`config.mk`:
```
export PLATFORM = sky130hd
export DESIGN_NAME = touch_reg_select
export DESIGN_NICKNAME = d
export VERILOG_FILES = /design/src/rtl/touch_reg_select_pkg.sv /design/src/rtl/key_encoder.sv /design/src/rtl/capture_sequencer.sv /design/src/rtl/select_register.sv /design/src/rtl/touch_reg_select.sv
export SDC_FILE = /design/constraint.sdc
export NUM_CORES = 1
export LEC_CHECK = 0
export BUFFER_PORTS_ARGS = -buffer_cell sky130_fd_sc_hd__buf_4
export CORE_MARGIN = 2
export CORE_UTILIZATION = 36
export DETAILED_ROUTE_END_ITERATION = 6
export SETUP_SLACK_MARGIN = 0.2
export SLEW_MARGIN = 40
export SYNTH_ARGS = -nofsm -noshare
export SYNTH_HDL_FRONTEND = slang
export SYNTH_HIERARCHICAL = 1
export SYNTH_SLANG_ARGS = --single-unit
```
`constraint.sdc`:
```
create_clock -name clk -period 10.7 [get_ports clk]
set_input_delay 3.21 -clock clk [delete_from_list [all_inputs] [get_ports clk]]
set_output_delay 3.21 -clock clk [all_outputs]
set_load 0.03 [all_outputs]
```
`src/rtl/touch_reg_select_pkg.sv`:
```
package touch_reg_select_pkg;

  typedef enum logic [1:0] {
    SQ_IDLE  = 2'd0,
    SQ_SETTLE = 2'd1,
    SQ_STROBE = 2'd2,
    SQ_HOLD  = 2'd3
  } seq_state_t;

endpackage

```
`src/rtl/key_encoder.sv`:
```
module key_encoder #(
  parameter int N_KEYS = 16,
  parameter int NW     = $clog2(N_KEYS)
) (
  input  logic              clk,
  input  logic              rst,
  input  logic [N_KEYS-1:0] keys,
  output logic [NW-1:0]     code,
  output logic              any_key,
  output logic              multi_key
);

  logic [NW-1:0] code_c;

  // lowest-numbered active key wins; the value is unused when multi_key is set
  always_comb begin
    code_c = '0;
    for (int i = N_KEYS - 1; i >= 0; i--) begin
      if (keys[i]) code_c = i[NW-1:0];
    end
  end

  always_ff @(posedge clk) begin
    if (rst) begin
      code      <= '0;
      any_key   <= 1'b0;
      multi_key <= 1'b0;
    end else begin
      code      <= code_c;
      any_key   <= |keys;
      multi_key <= ($countones(keys) > 1);
    end
  end

  // the multi flag never rises without the any-key flag
  p_multi_implies_any_r4: assert property (@(posedge clk) disable iff (rst)
    multi_key |-> any_key);

endmodule

```
`src/rtl/capture_sequencer.sv`:
```
module capture_sequencer
  import touch_reg_select_pkg::*;
#(
  parameter int NW         = 4,
  parameter int SETTLE_CYC = 1900,
  parameter int STROBE_CYC = 3400,
  localparam int MAXC      = (SETTLE_CYC > STROBE_CYC) ? SETTLE_CYC : STROBE_CYC,
  localparam int CW        = $clog2(MAXC + 1)
) (
  input  logic          clk,
  input  logic          rst,
  input  logic [NW-1:0] code,
  input  logic          any_key,
  input  logic          multi_key,
  output logic          load,
  output logic [NW-1:0] load_code
);

  localparam logic [CW-1:0] SETTLE_LAST = CW'(SETTLE_CYC - 1);
  localparam logic [CW-1:0] STROBE_LAST = CW'(STROBE_CYC - 1);

  seq_state_t    state;
  logic [CW-1:0] cnt;

  always_ff @(posedge clk) begin
    if (rst) begin
      state     <= SQ_IDLE;
      cnt       <= '0;
      load      <= 1'b0;
      load_code <= '0;
    end else begin
      load <= 1'b0;
      unique case (state)
        SQ_IDLE: begin
          cnt <= '0;
          if (any_key) state <= multi_key ? SQ_HOLD : SQ_SETTLE;
        end
        SQ_SETTLE: begin
          if (!any_key) begin
            state <= SQ_IDLE;
          end else if (multi_key) begin
            state <= SQ_HOLD;
          end else if (cnt == SETTLE_LAST) begin
            state <= SQ_STROBE;
            cnt   <= '0;
          end else begin
            cnt <= cnt + 1'b1;
          end
        end
        SQ_STROBE: begin
          if (!any_key) begin
            state <= SQ_IDLE;
          end else if (multi_key) begin
            state <= SQ_HOLD;
          end else if (cnt == STROBE_LAST) begin
            state     <= SQ_HOLD;
            load      <= 1'b1;
            load_code <= code;
          end else begin
            cnt <= cnt + 1'b1;
          end
        end
        SQ_HOLD: begin
          cnt <= '0;
          if (!any_key) state <= SQ_IDLE;
        end
        default: state <= SQ_IDLE;
      endcase
    end
  end

  // a load follows a cycle with exactly one key seen
  p_load_single_key_r4: assert property (@(posedge clk) disable iff (rst)
    load |-> $past(any_key && !multi_key));

  // the capture window opens only after a full settle count
  p_window_after_settle_r3: assert property (@(posedge clk) disable iff (rst)
    (state == SQ_SETTLE && cnt != SETTLE_LAST && any_key) |=> state != SQ_STROBE);

  // while waiting for release with a key held, no load and no restart
  p_hold_until_release_r6: assert property (@(posedge clk) disable iff (rst)
    (state == SQ_HOLD && any_key) |=> (state == SQ_HOLD && !load));

  // a dropped key in settle or strobe never produces a load
  p_abort_no_load_r5: assert property (@(posedge clk) disable iff (rst)
    ((state == SQ_SETTLE || state == SQ_STROBE) && !any_key) |=> !load);

endmodule

```
`src/rtl/select_register.sv`:
```
module select_register #(
  parameter int N_KEYS = 16,
  parameter int NW     = $clog2(N_KEYS)
) (
  input  logic              clk,
  input  logic              rst,
  input  logic              load,
  input  logic [NW-1:0]     load_code,
  output logic [NW-1:0]     addr_n,
  output logic [N_KEYS-1:0] led_n
);

  logic [NW-1:0] sel;

  always_ff @(posedge clk) begin
    if (rst) begin
      sel    <= '0;
      addr_n <= '1;
    end else if (load) begin
      sel    <= load_code;
      addr_n <= ~load_code;
    end
  end

  for (genvar g = 0; g < N_KEYS; g++) begin : g_led
    always_ff @(posedge clk) begin
      if (rst)       led_n[g] <= (g != 0);
      else if (load) led_n[g] <= (load_code != NW'(g));
    end
  end

  // the selection moves only on a load strobe
  p_sel_only_on_load_r3: assert property (@(posedge clk) disable iff (rst)
    !load |=> $stable(sel));

endmodule

```
`src/rtl/touch_reg_select.sv`:
```
module touch_reg_select #(
  parameter int CLK_HZ     = 1_000_000,
  parameter int N_KEYS     = 16,
  parameter int SETTLE_CYC = CLK_HZ * 19 / 10000,
  parameter int STROBE_CYC = CLK_HZ * 34 / 10000,
  localparam int NW        = $clog2(N_KEYS)
) (
  input  logic              clk,
  input  logic              mrst_n,
  input  logic [N_KEYS-1:0] keys,
  output logic [NW-1:0]     reg_addr_n,
  output logic [N_KEYS-1:0] led_n
);

  logic          rst;
  logic [NW-1:0] enc_code;
  logic          enc_any;
  logic          enc_multi;
  logic          load;
  logic [NW-1:0] load_code;

  assign rst = !mrst_n;

  key_encoder #(.N_KEYS(N_KEYS), .NW(NW)) u_enc (
    .clk       (clk),
    .rst       (rst),
    .keys      (keys),
    .code      (enc_code),
    .any_key   (enc_any),
    .multi_key (enc_multi)
  );

  capture_sequencer #(.NW(NW), .SETTLE_CYC(SETTLE_CYC), .STROBE_CYC(STROBE_CYC)) u_seq (
    .clk       (clk),
    .rst       (rst),
    .code      (enc_code),
    .any_key   (enc_any),
    .multi_key (enc_multi),
    .load      (load),
    .load_code (load_code)
  );

  select_register #(.N_KEYS(N_KEYS), .NW(NW)) u_sel (
    .clk       (clk),
    .rst       (rst),
    .load      (load),
    .load_code (load_code),
    .addr_n    (reg_addr_n),
    .led_n     (led_n)
  );

  // reset returns the selection to register 0
  p_reset_zero_r1: assert property (@(posedge clk)
    !mrst_n |=> (reg_addr_n == '1 && led_n == {{(N_KEYS-1){1'b1}}, 1'b0}));

  // indicator bus is one-hot low and agrees with the address field
  p_led_onehot_r7: assert property (@(posedge clk) disable iff (!mrst_n)
    $countones(~led_n) == 1);
  p_led_matches_addr_r8: assert property (@(posedge clk) disable iff (!mrst_n)
    led_n[~reg_addr_n] == 1'b0);

endmodule

```
**Word level (Yosys, flattened, before mapping)**

Index checks and enable logic that the tools add are counted.

- Flip-flop bits (word level): 45
- Input bits: 18
- Word-level logic and storage cells: 123

- Add/subtract/negate cells: 16
- Order comparisons: 1
- Equality and inequality tests: 29
- Multiplexer cells: 33
- Bitwise gates (word level): 5
- Reduce and logical (&&, ||, !) cells: 12

Operator list:

| kind | count |
|---|---|
| 32-bit adder | 7 |
| 12-bit two-way mux | 6 |
| 12-bit one-hot mux with 3 select lines | 1 |
| 32-bit by 2-bit > comparator with 1-bit output (second input constant) | 1 |
| 4-bit two-way mux | 8 |
| 4-bit inequality test (second input constant) | 8 |
| 4-bit by 3-bit inequality test with 1-bit output (second input constant) | 6 |
| 2-bit two-way mux | 11 |
| 1-bit by 1-bit adder with 2-bit output | 8 |
| 16-bit OR reduction | 1 |
| 2-bit inequality test (second input constant) | 7 |
| 12-bit by 1-bit adder with 12-bit output (second input constant) | 1 |
| 12-bit by 11-bit == test with 1-bit output (second input constant) | 1 |
| 12-bit == test (second input constant) | 1 |
| 3-bit two-way mux | 4 |
| 9-bit OR reduction | 1 |
| 4-bit by 2-bit inequality test with 1-bit output (second input constant) | 2 |
| 2-bit one-hot mux with 4 select lines | 1 |
| 4-bit AND reduction | 2 |
| 5-bit AND reduction | 1 |
| 5-bit OR reduction | 1 |
| 2-bit == test (second input constant) | 2 |
| 4-bit by 1-bit inequality test with 1-bit output (second input constant) | 1 |
| 1-bit NOT | 4 |
| other kinds (8) | 10 |

**Logic depth before layout (Yosys ltp)**

Gate-level depths: netlist (run 1).

- Depth in word-level cells: 15
- Gate-level depth with buffers: 13

**Modules after synthesis**

The synthesis (run 1) kept the hierarchy.

By module, submodules not included:

| module | instances | cells an instance | area an instance (um^2) | seq. area each (um^2) |
|---|---|---|---|---|
| capture_sequencer | 1 | 123 | 1068.5 | 380.4 |
| select_register | 1 | 79 | 789.5 | 400.4 |
| key_encoder | 1 | 78 | 691.9 | 120.1 |
| touch_reg_select | 1 | 1 | 3.8 | 0.0 |

**Worst setup path before layout (run 1)**

No wires, ideal clock.

- Kind: input-to-reg
- Start point: in keys[0]
- End point: reg u_enc.multi_key
- Library setup time: 0.133 ns
- Arrival: 6.028 ns
- Data required time: 10.567 ns
- Slack: 4.539 ns
- Stages on the path: 13
- Cell sequence: inv_1 fa_1 fa_1 fa_1 fa_1 inv_1 ha_1 inv_1 fa_1 inv_1 nand3_1 o21ai_0 a31oi_1

- Word-level cells in the longest chain between the ends: 5

Ends and longest elaborated chain:

| element | line | text |
|---|---|---|
| from (decl) | touch_reg_select.sv:10 | `input logic [N_KEYS-1:0] keys,` |
| 1-bit by 1-bit adder with 2-bit output (implied by the code) | key_encoder.sv:31 | `multi_key <= ($countones(keys) > 1);` |
| 32-bit adder (implied by the code) (3 in series) | key_encoder.sv:31 |  |
| 32-bit by 2-bit > comparator with 1-bit output | key_encoder.sv:31 |  |
| to (signal assigned) | key_encoder.sv:31 |  |
| to (decl) | key_encoder.sv:10 | `output logic multi_key` |

No other way between the ends.
A chain may end at the register's enable or synchronous reset.

**Worst setup path in the final report (run 1)**

Ends and elaborated chain as after synthesis.

==> results of run 1 <==
[routing by layer]
| layer | part of all wire (%) | track usage (%) | routed length [um] |
|---|---|---|---|
| met5 | 0 | 0 | 0 |
| met4 | 1.5 | 5.37 | 83 |
| met3 | 3.6 | 2.99 | 204 |
| met2 | 47 | 24.3 | 2680 |
| met1 | 48 | 20.3 | 2700 |
[cells in the final DEF, fill, tap and decap left out, types with 5 or more instances in the layout]
cell	synthesis	layout
dfxtp_1	45	44
or3_1	5	5
nand3_1	8	8
nor2b_1	11	11
a21oi_1	14	14
nand2b_1	5	5
fa_1	10	10
o211ai_1	8	8
nand2_1	12	12
ha_1	7	7
inv_1	31	31
clkbuf_8	1	5
buf_4	2	39
nor2_1	7	7
a211oi_1	8	8
nor3_1	16	16
o21ai_0	13	13
a31oi_1	10	10
[state kept, by name, summed over array words and instances (netlist names)]
signal and count:
u_seq/state 2, u_sel/addr_n 4, u_enc/any_key 1, u_seq/load 1, u_seq/cnt 12, u_sel/led_n 16, u_seq/load_code 4, u_enc/code 4
u_enc/multi_key 1
[layout make-up]
class | count | area (um^2)
Fill cell | 693 | 3860
Multi-Input combinational cell | 191 | 1450
Sequential cell | 45 | 902
Timing Repair Buffer | 39 | 293
Tap cell | 96 | 120
Inverter | 31 | 116
Clock buffer | 5 | 68.8
Clock inverter | 3 | 22.5
[per-stage QoR]
stage	hold slack [ps]	instances	area (um^2)	setup WS, ps	total power (W)
final	445	410	2980	4650	0.000420
after global routing	481	410	2980	4470	0.000456
after CTS	451	410	2980	4630	0.000426
after detailed placement	444	402	2880	4310	0.000319
after global placement	444	402	2880	4370	0.000314
after floorplan	429	281	2550	4540	0.000282
[worst max-delay path, stage by stage]
cell	delay, ps
buf_4	90
inv_1	60
fa_1	560
fa_1	440
fa_1	530
fa_1	400
inv_1	60
ha_1	150
inv_1	50
fa_1	350
inv_1	70
nand3_1	50
o21ai_0	70
a31oi_1	100
[final timing paths]
check                       end  cells past startpoint  slack [ps]
max reg2reg        u_seq/cnt[1]                      4        8620
min          u_seq/load_code[0]                      2         450
min reg2reg  u_seq/load_code[0]                      2         450
max             u_enc/multi_key                     14        4650
[report_power, final]
part           internal, W  switching, W  total, W  leakage, nW
clock network    0.0000464     0.0000607  0.000107       0.0481
logic            0.0000470     0.0000824  0.000129        0.641
registers         0.000175    0.00000857  0.000183        0.365
total             0.000268      0.000152  0.000420         1.05
[kinds of logic (layout without fill, tap and decap cells)]
kind of cell | Yosys count | count (layout) | synth area share, %
simple gates | 87 | 87 | 20.8
compound gates | 82 | 82 | 23.1
flops | 45 | 45 | 35.3
buf+inv | 45 | 78 | 7.84
fa+ha+maj | 17 | 17 | 11.3
xor+xnor | 5 | 5 | 1.71
==> flow_summary.ini, run 1 <==
[floorplan]
die_h_um = 88.2
die_area_um2 = 7780
die_w_um = 88.2
rows = 30
core_area_um2 = 6830
ios = 38
start_util_pct = 37.4

[logic_synthesis]
synth.most_common_cell = dfxtp_1
ys_seq_area_share_pct = 35.3
synth_top_cells_by_count = dfxtp_1 (45), inv_1 (31), nor3_1 (16), a21oi_1 (14), o21ai_0 (13)
yosys_warnings = 6
netlist_instances = 281
synth.top_cell.area_share_pct = 35.3
ys_ff_latch = 45
synthesis.area_um2 = 2550
avgSynthCellArea_um2 = 9.09
async_flop_share_pct = 0
synth_top_area_cell = dfxtp_1
ys_top_cells_by_area = dfxtp_1 (35%), fa_1 (7.8%), inv_1 (4.6%)
synth_edf_count = 0
ys_dominant_reg_cell = dfxtp_1
synth_nets = 316
synth_cell_type_count = 54

[global_route]
grt_pass1_vias = 2091
grt_use_total_pct = 15.1
grt_pass1_wl_um = 9380
antenna_found_initial = 0
grt_max_degree = 52
grt_remaining_overflow = 0

[sta]
slew_headroom_pct = 46.5
final_max_slew_viol_count = 0
skew_ps = 9.01
rsz0062_at_grt = no
fin_setup_tns_ps = 0
period_needed_ps = 6050
worstMarginPinSlew_ps = 800
period_share_pct = 56.5
setup_viol = 0
fmax_ghz = 0.165
finalHoldViolations = 0

[pwr]
power_leakage_nw = 1.05
powerDensity_nw_per_um2 = 141
ir_drop_mv = 0.0656

[route]
vias = 2183
viasPerCell = 5.32
drc_errors = 0
avgRoutedWirePerCell_um = 13.8
ant_nets = 0
wirelength_um = 5670
drt_iter0_drc = 117
drtPass1Iterations = 4

[layout]
final_core_util_pct = 43.6
antenna_cells = 0
final_nets = 348
area_growth_pct = 16.5
drive_gt1_share_pct = 18.8

[critical_path]
worst-setup-path-type = in -> reg
cp.required_ps = 10860
crit_path_max_fanout = 3
cp-start-kind = input port
cp-startpoint = keys[0]
cp-end-kind = register
r2r-start = u_seq/cnt[5]
cp.arrival_ps = 6200

[clocking]
cts_resized = 0
numCtsBuffers = 5
cts_sinks = 45
path_clk_slew_ps = 90
cts_buffer_depth = 2
cts_setup_buffers = 0
root_buffer = clkbuf_8
h-tree-depth = 2
cts_tree = yes
worstSkewPairLatency_ps = 300
ctsHoldBuffers = 0

[place]
io_buffers = 37
dpl.hpwl_um = 4130
place_congestion = 0.857

[worst_hold_path]
min_path_type = reg -> reg
min_from = u_enc/code[0]

[status]
status = finished, final reports clean

[run]
max-cap-violations = 0
Note: power is estimated with default switching activity, not from simulation.
==> run 2, diff against run 1 <==
--- a/config.mk
+++ b/config.mk
@@ -5,6 +5,7 @@
 export SDC_FILE = /design/constraint.sdc
 export NUM_CORES = 1
 export LEC_CHECK = 0
+export ABC_AREA = 1
 export BUFFER_PORTS_ARGS = -buffer_cell sky130_fd_sc_hd__buf_4
 export CORE_MARGIN = 2
 export CORE_UTILIZATION = 36
==> constraint.sdc (replaced) <==
create_clock -name clk -period 5.05 [get_ports clk]
set_input_delay 1.515 -clock clk [delete_from_list [all_inputs] [get_ports clk]]
set_output_delay 1.515 -clock clk [all_outputs]
set_load 0.03 [all_outputs]
==> run 2 against run 1 <==
  * Clock power is 140% higher
  * Combinational power increased by 130%
  * Register-to-register slack worse by 5300 ps
  * Worst setup slack worse by 4200 ps
  * Worst hold slack improved by 23 ps
  * Non-clock buffer count down 1
  * Routed wire length fell by 7.6%
  * Critical path depth down 1
  * Critical path type unchanged
  * Critical endpoint unchanged
  * Largest power group unchanged
==> flow_summary.ini, run 2 <==
[sta]
finalHoldViolations = 0
slew_headroom_pct = 61.5
worstMarginPinSlew_ps = 576
fmax_ghz = 0.217
period_share_pct = 91.1
setup_viol = 0
skew_ps = 8.83
fin_setup_tns_ps = 0
period_needed_ps = 4600
final_max_slew_viol_count = 0
rsz0062_at_grt = no

[layout]
reg_top3 = u_sel/led_n x16, u_seq/cnt x12
final_nets = 452
area_growth_pct = 16.6
final_cell_mix = nand2_1 (107), inv_1 (52), dfxtp_1 (45), nor2_1 (41), buf_4 (38)
final_core_util_pct = 43.0
top_register = u_sel/led_n
multi_input_area_um2 = 1400
fill_cells = 772
final_common_cell = nand2_1
antenna_cells = 0
drive_gt1_share_pct = 16.5
finalInstanceArea_um2 = 3100
largest_register_ffs = 16
seqCellArea_um2 = 901

[route]
wirelength_um = 5240
drt_iter0_drc = 116
viasPerCell = 4.49
drtPass1Iterations = 4
avgRoutedWirePerCell_um = 10.2
ant_nets = 0
drc_errors = 0
vias = 2315

[floorplan]
die_area_um2 = 8100
core_area_um2 = 7210
die_w_um = 90
rows = 31
ios = 38
die_h_um = 90
start_util_pct = 36.9

[clocking]
root_buffer = clkbuf_8
cts_tree = yes
cts_sinks = 45
cts_buffer_depth = 2
worstSkewPairLatency_ps = 300
numCtsBuffers = 5
ctsHoldBuffers = 0
h-tree-depth = 2
cts_setup_buffers = 0
path_clk_slew_ps = 80
cts_resized = 0

[worst_hold_path]
min_path_type = reg -> reg
hold_path_end = u_sel/addr_n[2]
whs_path_depth = 2
min_from = u_sel/addr_n[2]

[logic_synthesis]
synth.most_common_cell = nand2_1
netlist_instances = 380
synth_compound_area_share_pct = 10.9
synth.top_cell.area_share_pct = 33.8
ys_ff_latch = 45
synth_top_area_cell = dfxtp_1
synth_top_family_by_area = simple AND/OR/NAND/NOR gates
synth_cell_type_count = 35
async_flop_share_pct = 0
synthesis.area_um2 = 2660
yosys_warnings = 6
synth_top_cells_by_count = nand2_1 (107), inv_1 (52), dfxtp_1 (45), nor2_1 (41), a21oi_1 (34)
synth_edf_count = 0
ys_seq_area_share_pct = 33.8
yosys.area_share.adder_pct = 10.8
synth_mux_area_share_pct = 0
ys_top_cells_by_area = dfxtp_1 (34%), nand2_1 (15%), fa_1 (7.5%)
synth_nets = 415
synthXorXnorAreaFrac_pct = 0.329
synthSimpleGateAreaFrac_pct = 30.4
avgSynthCellArea_um2 = 7.01
ys_dominant_reg_cell = dfxtp_1

[pwr]
p_seq_share_pct = 40.8
comb_power_share_pct = 31.5
clockPowerShare_pct = 27.7
ir_drop_mv = 0.112
p_sw_w = 0.000308
switching_share_pct = 32.8
powerDensity_nw_per_um2 = 303
p_int_w = 0.000633
power_leakage_nw = 1.37

[critical_path]
r2r_slack_ps = 3330
worst-setup-path-type = in -> reg
r2r_cells = 9
r2r-start = u_seq/cnt[0]
crit_path_max_fanout = 2
cp.arrival_ps = 4770
cp-start-kind = input port
cp.required_ps = 5220
cp-end-kind = register
rr_endpoint = u_seq/cnt[6]

[status]
status = finished, final reports clean

[place]
io_buffers = 37
dpl.hpwl_um = 4100
place_congestion = 0.864
place_area_um2 = 3000

[run]
max-cap-violations = 0

[global_route]
grt_max_degree = 30
grt_remaining_overflow = 0
grt_pass1_wl_um = 9560
grt_use_total_pct = 14.0
grt_pass1_vias = 2224
antenna_found_initial = 0
[run 2: cell types whose count changed after synthesis, sizes merged, moves of 5 or more]
cell	previous run	this run
nor2	7	42
nor3	16	4
nand2	12	109
or3	5	0
a21oi	14	35
a211oi	8	0
a31oi	10	1
inv	31	64
nand2b	5	0
nor2b	11	0
o211ai	9	0
nand3	8	22
[run 2: cells by family (layout without fill, tap and decap cells)]
logic type                 Yosys count  after routing
buffers and inverters               75            112
DFF                                 45             45
adders and majority gates           17             17
xor gates and xnor gates             1              1
AOI/OAI and AO/OA                   54             54
and+or+nand+nor                    188            188
[run 2: final cells by class]
type                       count  share of cell area (%)
multi-input combinational    260                    45.0
sequential                    45                    29.0
inverter                      67                    9.43
timing repair buffer          38                    9.19
tap                           99                    3.99
clock buffer                   5                    2.22
clock inverter                 2                    1.13
[run 2: critical path: stages]
cell and delay, ps:
buf_4 80, bufinv_8 170, fa_1 560, fa_1 440
fa_1 540, fa_1 410, inv_1 70, ha_1 160
inv_1 60, fa_1 380, a211o_1 270, nand2_1 60
a31oi_1 70
[run 2: metal layers]
metal	vias up	wire length (um)	global-route usage (%)
met3	8	249	2.77
li1	1257	-	-
met1	1004	2570	18.0
met5	-	0	0
met2	46	2320	23.2
met4	0	98	5.26
[run 2: worst max-delay path by stage]
stage	startpoint	endpoint	slack (ps)	depth (start not counted)
after detailed placement	keys[5]	u_enc/multi_key	130	13
after global placement	keys[5]	u_enc/multi_key	180	13
after global routing	keys[5]	u_enc/multi_key	290	12
after floorplan	keys[5]	u_enc/multi_key	380	12
final	keys[5]	u_enc/multi_key	450	13
after CTS	keys[5]	u_enc/multi_key	450	13
[run 2: power groups by stage]
stage	combinational [W]	clock, W	sequential [W]
floorplan	0.000241	0	0.000389
global placement	0.000290	0	0.000392
detailed placement	0.000298	0	0.000392
CTS	0.000300	0.000270	0.000384
global route	0.000348	0.000288	0.000389
finish	0.000297	0.000261	0.000384
[run 2: per-stage QoR]
stage	total power [W]	cells	hold WS, ps	setup slack (ps)
after global placement	0.000682	509	449	181
after global routing	0.00102	516	502	286
after floorplan	0.000629	380	461	384
after detailed placement	0.000690	509	454	126
after CTS	0.000953	516	468	445
final	0.000941	516	468	450
